$ cat src/rtl/hb_filter_pkg.sv
package hb_filter_pkg;

  localparam int FRAC_W = 16;
  localparam int CENTRE_TAP = 32768;

  typedef enum logic [1:0] {
    MODE_INTERP = 2'd0,
    MODE_DECIM  = 2'd1,
    MODE_EQUAL  = 2'd2,
    MODE_BYPASS = 2'd3
  } hb_mode_e;

  typedef struct packed {
    logic feedSample;
    logic loadOut;
    logic gainDouble;
    logic passThru;
  } hb_strobe_t;

  // Side tap value at an odd distance from the centre, Q16; sum of all = 0.25
  function automatic int sideTap(input int offset);
    case (offset)
      1:       return 20754;
      3:       return -6600;
      5:       return 3600;
      7:       return -2250;
      9:       return 1450;
      11:      return -900;
      13:      return 540;
      15:      return -300;
      17:      return 150;
      19:      return -60;
      default: return 0;
    endcase
  endfunction

endpackage

$ cat src/rtl/hb_filter_ctrl.sv
module hb_filter_ctrl
  import hb_filter_pkg::*;
(
  input  logic       clk,
  input  logic       rst,
  input  logic [1:0] modeSel,
  input  logic       halfGain,
  input  logic       syncIn,
  output hb_mode_e   modeReg,
  output hb_strobe_t strb
);

  logic acceptNext;
  logic halfGainReg;

  // Mode and gain latch only during reset; phase flips every clock, sync forces it
  always_ff @(posedge clk) begin
    if (rst) begin
      modeReg     <= hb_mode_e'(modeSel);
      halfGainReg <= halfGain;
      acceptNext  <= 1'b0;
    end else begin
      acceptNext  <= syncIn | ~acceptNext;
    end
  end

  always_comb begin
    strb.feedSample = (modeReg == MODE_INTERP) ? (acceptNext & ~syncIn) : 1'b1;
    strb.loadOut    = (modeReg == MODE_DECIM) ? (syncIn | ~acceptNext) : 1'b1;
    strb.gainDouble = (modeReg == MODE_INTERP) & ~halfGainReg;
    strb.passThru   = (modeReg == MODE_BYPASS);
  end

endmodule

$ cat src/rtl/hb_filter_dp.sv
module hb_filter_dp
  import hb_filter_pkg::*;
#(
  parameter int IN_W        = 12,
  parameter int TAPS        = 39,
  parameter int START_DELAY = 15,
  parameter int OUT_W       = IN_W + FRAC_W + 3
) (
  input  logic                    clk,
  input  logic                    rst,
  input  logic signed [IN_W-1:0]  din,
  input  hb_strobe_t              strb,
  output logic signed [OUT_W-1:0] dout
);

  localparam int HALF  = (TAPS - 1) / 2;
  localparam int FIRST = START_DELAY - 1;
  localparam int CTR   = FIRST + HALF;
  localparam int DEPTH = FIRST + TAPS;
  localparam int NPAIR = (HALF + 1) / 2;

  logic signed [IN_W-1:0]  line [DEPTH];
  logic signed [OUT_W-1:0] pairProd [NPAIR];
  logic signed [OUT_W-1:0] accSum;
  logic signed [OUT_W-1:0] passVal;
  logic signed [OUT_W-1:0] nextOut;

  // Lead-in delay and tap line share one shift register
  always_ff @(posedge clk) begin
    if (rst) begin
      for (int i = 0; i < DEPTH; i++) line[i] <= '0;
    end else begin
      line[0] <= strb.feedSample ? din : '0;
      for (int i = 1; i < DEPTH; i++) line[i] <= line[i-1];
    end
  end

  // Only odd distances carry weight: pre-add the mirror pair, then multiply once
  for (genvar p = 0; p < NPAIR; p++) begin : g_pair
    localparam int OFF = 2 * p + 1;
    localparam logic signed [OUT_W-1:0] COEF = OUT_W'(sideTap(OFF));
    logic signed [IN_W:0] pairSum;
    assign pairSum     = (IN_W+1)'(line[CTR-OFF]) + (IN_W+1)'(line[CTR+OFF]);
    assign pairProd[p] = OUT_W'(pairSum) * COEF;
  end

  always_comb begin
    accSum = OUT_W'(line[CTR]) <<< (FRAC_W - 1);
    for (int p = 0; p < NPAIR; p++) accSum += pairProd[p];
  end

  assign passVal = OUT_W'(line[CTR]) <<< FRAC_W;

  always_comb begin
    if (strb.passThru)        nextOut = passVal;
    else if (strb.gainDouble) nextOut = accSum <<< 1;
    else                      nextOut = accSum;
  end

  always_ff @(posedge clk) begin
    if (rst)               dout <= '0;
    else if (strb.loadOut) dout <= nextOut;
  end

endmodule

$ cat src/rtl/hb_filter.sv
module hb_filter
  import hb_filter_pkg::*;
#(
  parameter  int IN_W        = 12,
  parameter  int TAPS        = 39,
  parameter  int START_DELAY = 15,
  localparam int OUT_W       = IN_W + FRAC_W + 3
) (
  input  logic                    clk,
  input  logic                    rst,
  input  logic [1:0]              modeSel,
  input  logic                    halfGain,
  input  logic                    syncIn,
  input  logic signed [IN_W-1:0]  din,
  output logic signed [OUT_W-1:0] dout
);

  hb_mode_e   modeReg;
  hb_strobe_t strb;

  hb_filter_ctrl u_ctrl (
    .clk      (clk),
    .rst      (rst),
    .modeSel  (modeSel),
    .halfGain (halfGain),
    .syncIn   (syncIn),
    .modeReg  (modeReg),
    .strb     (strb)
  );

  hb_filter_dp #(
    .IN_W        (IN_W),
    .TAPS        (TAPS),
    .START_DELAY (START_DELAY),
    .OUT_W       (OUT_W)
  ) u_dp (
    .clk  (clk),
    .rst  (rst),
    .din  (din),
    .strb (strb),
    .dout (dout)
  );

endmodule

$ cat config.mk
export PLATFORM = sky130hd
export DESIGN_NAME = hb_filter
export DESIGN_NICKNAME = d
export VERILOG_FILES = /design/src/rtl/hb_filter_pkg.sv /design/src/rtl/hb_filter_ctrl.sv /design/src/rtl/hb_filter_dp.sv /design/src/rtl/hb_filter.sv
export SDC_FILE = /design/constraint.sdc
export NUM_CORES = 2
export LEC_CHECK = 0
export ABC_AREA = 1
export BUFFER_PORTS_ARGS = -buffer_cell sky130_fd_sc_hd__buf_2
export CAP_MARGIN = 20
export CORE_MARGIN = 4
export CORE_UTILIZATION = 55
export DETAILED_ROUTE_END_ITERATION = 10
export GPL_TIMING_DRIVEN = 0
export MAX_ROUTING_LAYER = met4
export PLACE_DENSITY_LB_ADDON = 0.12
export SYNTH_ARGS = -nofsm -noshare
export SYNTH_HDL_FRONTEND = slang
export SYNTH_HIERARCHICAL = 1
export SYNTH_SLANG_ARGS = --single-unit
export TNS_END_PERCENT = 10
$ cat constraint.sdc
create_clock -name clk -period 10.7 [get_ports clk]
set_input_delay 1.07 -clock clk [delete_from_list [all_inputs] [get_ports clk]]
set_output_delay 1.07 -clock clk [all_outputs]
set_load 0.02 [all_outputs]
==> qor.txt <==
Core area -> 0.0990 mm2
Critical path data required time -> 11.27 ns
Antenna cells -> 0
H-tree level count -> 3
Capturing point of the worst reg2reg path -> u_dp/dout[25]
P_sw -> 1.11 mW
Critical Path Sink Type -> register
Grt total ovfl -> 0
Fin. max-slew vios -> 0
Clock network power share -> 49.0%
Cell Area, Synth -> 0.0552 mm2
Power Internal -> 4.02 mW
Initial DRT Pass Iterations -> 6
DR vias/cell -> 4.86
Fmax -> 0.0978 GHz
Syn avg cell area -> 8.11 um2
Hold-critical path depth -> 2
Post-DP Area -> 0.0571 mm2
DP Wirelength -> 114 mm
FF-to-FF path depth -> 40
Worst-path clk slew -> 0.06 ns
Routability cong. -> 0.947
Final hold slack -> 0.385 ns
Die extent in y -> 325 um
I/O pin count -> 49
Worst Setup EP -> u_dp/dout[25]
Hold crit path type -> reg -> reg
Largest net degree at the start of global routing -> 18
DIE AREA -> 0.106 mm2
Clock Sinks -> 670
Crit path from -> u_dp/line[22][0]
# rows -> 115
Slew @ Worst Pin -> 1.04 ns
Share of cells above drive strength 1 -> 5.24%
Max_cap viols -> 0
Worst path slowest cell -> fa_1
Synth area leader -> dfxtp_1
Routed via count -> 40,400
Post-synth EDFFs -> 3
Synth Register Bits -> 670
Finished Cell Area -> 0.0606 mm2
Cells after DPL -> 8,142
Post-Syn Nets -> 8,153
Final-report setup violation count -> 0
Slowest Stage Delay on Critical Path -> 0.58 ns
Status -> complete, no violations
WP data arrival -> 10.80 ns
Initial antenna violation count -> 0
Setup crit start kind -> register
Vias in the first global route -> 40,500
Seq/Total Area, Yosys -> 24.3%
Met2 usage -> 42.2%
Leakage power total -> 32.1 nW
CP dominant cell by count -> fa_1
Global-route wire length before repair -> 214 mm
Max-slew headroom -> 30.8%
DRC marker count from the first detailed-route iteration -> 2,364
Most frequent cell after synthesis -> inv_1
VDD IR max -> 0.120 mV
Crit Path Class -> reg -> reg
GRT Total Usage -> 26.3%
Final worst-path cycle share -> 95.6%
Flop pwr share -> 49.0%
Starting Density -> 55.8%
Synth area leaders -> dfxtp_1 24%, fa_1 20%, ha_1 18%, inv_1 14%, nor2_1 5.5%
Yosys warnings -> 6
Final hold vios -> 0
FF-to-FF Start -> u_dp/line[22][0]
Synth cell types -> 50
Met1 usage -> 35.3%
Root buffer cell -> clkbuf_16
Cells after synthesis -> 6,806
Final WL -> 132 mm
Switching portion of total power -> 21.7%
Post-synth top area share -> 24.2%
Filler cell count -> 9,088
Post-route ant nets -> 0
Fin cells -> 8,311
Synth top cells by count -> 2,015 x inv_1, 811 x nor2_1, 785 x ha_1
DRC -> 0
CTS tree -> done
Worst Skew -> 0.0368 ns
Worst-Skew Late Latency -> 0.67 ns
Fin nets -> 8,316
Min Tclk post-route -> 10.23 ns
Worst R2R Setup Slack -> 0.47 ns
Asr flop ratio synth -> 0%
Total clock buffers created by CTS -> 70
Top FF cell, synth -> dfxtp_1
CP Max Fanout -> 7
Routed wire per std cell -> 15.9 um
Layout area overhead -> 9.69%
Storage element area -> 0.0134 mm2
Layout Utilization -> 61.2%
Gr busiest metal -> met2
Multi-input logic area -> 0.0346 mm2
Combinational Power Share -> 2.0%
Met3 Use GR -> 3.74%
Clk buf depth -> 3
Pwr dens -> 84.8 mW/mm2
Port bufs -> 47
Tot Pwr -> 5.14 mW
DIE WIDTH -> 325 um
## worst min-delay path by stage
stage	start	to	slack (ns)
floorplan	u_dp/line[9][0]	u_dp/line[10][0]	0.39
global placement	u_dp/line[3][11]	u_dp/line[4][11]	0.39
detailed placement	u_dp/line[6][11]	u_dp/line[7][11]	0.39
CTS	u_dp/line[41][11]	u_dp/line[42][11]	0.38
global route	u_dp/line[41][11]	u_dp/line[42][11]	0.40
finish	u_dp/line[41][11]	u_dp/line[42][11]	0.39
## layout make-up
| cell class | instances | area share (%) |
|---|---|---|
| Clock buffer | 99 | 3.36 |
| Tap cell | 1287 | 2.66 |
| Clock inverter | 28 | 0.622 |
| Buffer | 89 | 0.560 |
| Timing Repair Buffer | 91 | 0.965 |
| Sequential cell | 670 | 22.2 |
| Multi-Input combinational cell | 4025 | 57.1 |
| Inverter | 2022 | 12.5 |
## timing repair
| item | in CTS | in global routing |
|---|---|---|
| hold buffers | 0 | 0 |
| endpoints found under the setup margin | 11 | 16 |
| resized for setup | 20 | 146 |
| pin swaps | 1 | 34 |
| setup buffers | 1 | 40 |
## cells in the final DEF, fill, tap and decap left out, types with 10 or more instances in the layout
cell type,count
xor2_1,156
nand4_1,33
nand2_2,20
xor2_2,17
nand3_1,202
ha_1,764
ha_2,11
nand2_1,695
xnor2_1,92
clkbuf_1,98
a21oi_1,292
a21oi_2,17
nor2_2,16
a21o_1,30
ha_4,10
o21a_1,10
o21bai_1,31
a31oi_1,18
dfxtp_1,662
nor3_1,41
xnor2_2,11
buf_2,48
buf_4,42
clkbuf_8,13
clkbuf_16,72
o21ai_0,111
inv_1,2013
fa_1,538
nor2_1,794
## sequential cells by signal, summed over array words and instances (netlist names)
| name | flops |
|---|---|
| u_dp/dout | 30 |
| u_ctrl/acceptNext | 1 |
| u_ctrl/modeReg | 2 |
| u_dp/line | 636 |
| u_ctrl/halfGainReg | 1 |
## cell families (layout without fill, tap and decap cells)
group	after synthesis	count (layout)	synth area share, %
simple gates	1837	1837	13.4
other cells	1	1	0.00679
xor+xnor	283	283	4.56
buf+inv	2111	2329	14.4
mux	1	1	0.0204
flops	670	670	24.3
compound gates	574	574	5.83
fa+ha+maj	1329	1329	37.5
## layer usage
layer	routed length [um]	part of all wire, %	vias up
met2	60600	46	717
li1	-	-	20600
met1	61800	47	18900
met4	3840	2.9	0
met3	5950	4.5	201
met5	0	0	-
## worst max-delay path, delay by kind of cell (launching register included)
family | cells | cell delay, ns
flops | 1 | 0.35
xor+xnor | 2 | 0.54
compound gates | 4 | 0.78
simple gates | 14 | 1.78
buf+inv | 6 | 0.46
fa+ha+maj | 14 | 6.24
## power by group through the flow
stage	sequential, mW	combinational, mW	clock [mW]
after global routing	2.52	0.117	2.68
after floorplan	2.57	0.0618	0
final	2.52	0.104	2.52
after global placement	2.57	0.100	0
after detailed placement	2.57	0.102	0
after CTS	2.52	0.103	2.58
## per-stage QoR
step / setup TNS [ns] / worst slack (ns)
after detailed placement: -1.96 / -0.384
after floorplan: 0 / 1.16
final: 0 / 0.470
after CTS: 0 / 0.0231
after global routing: -0.370 / -0.0899
after global placement: -1.65 / -0.332
Note: power is estimated with default switching activity, not from simulation.
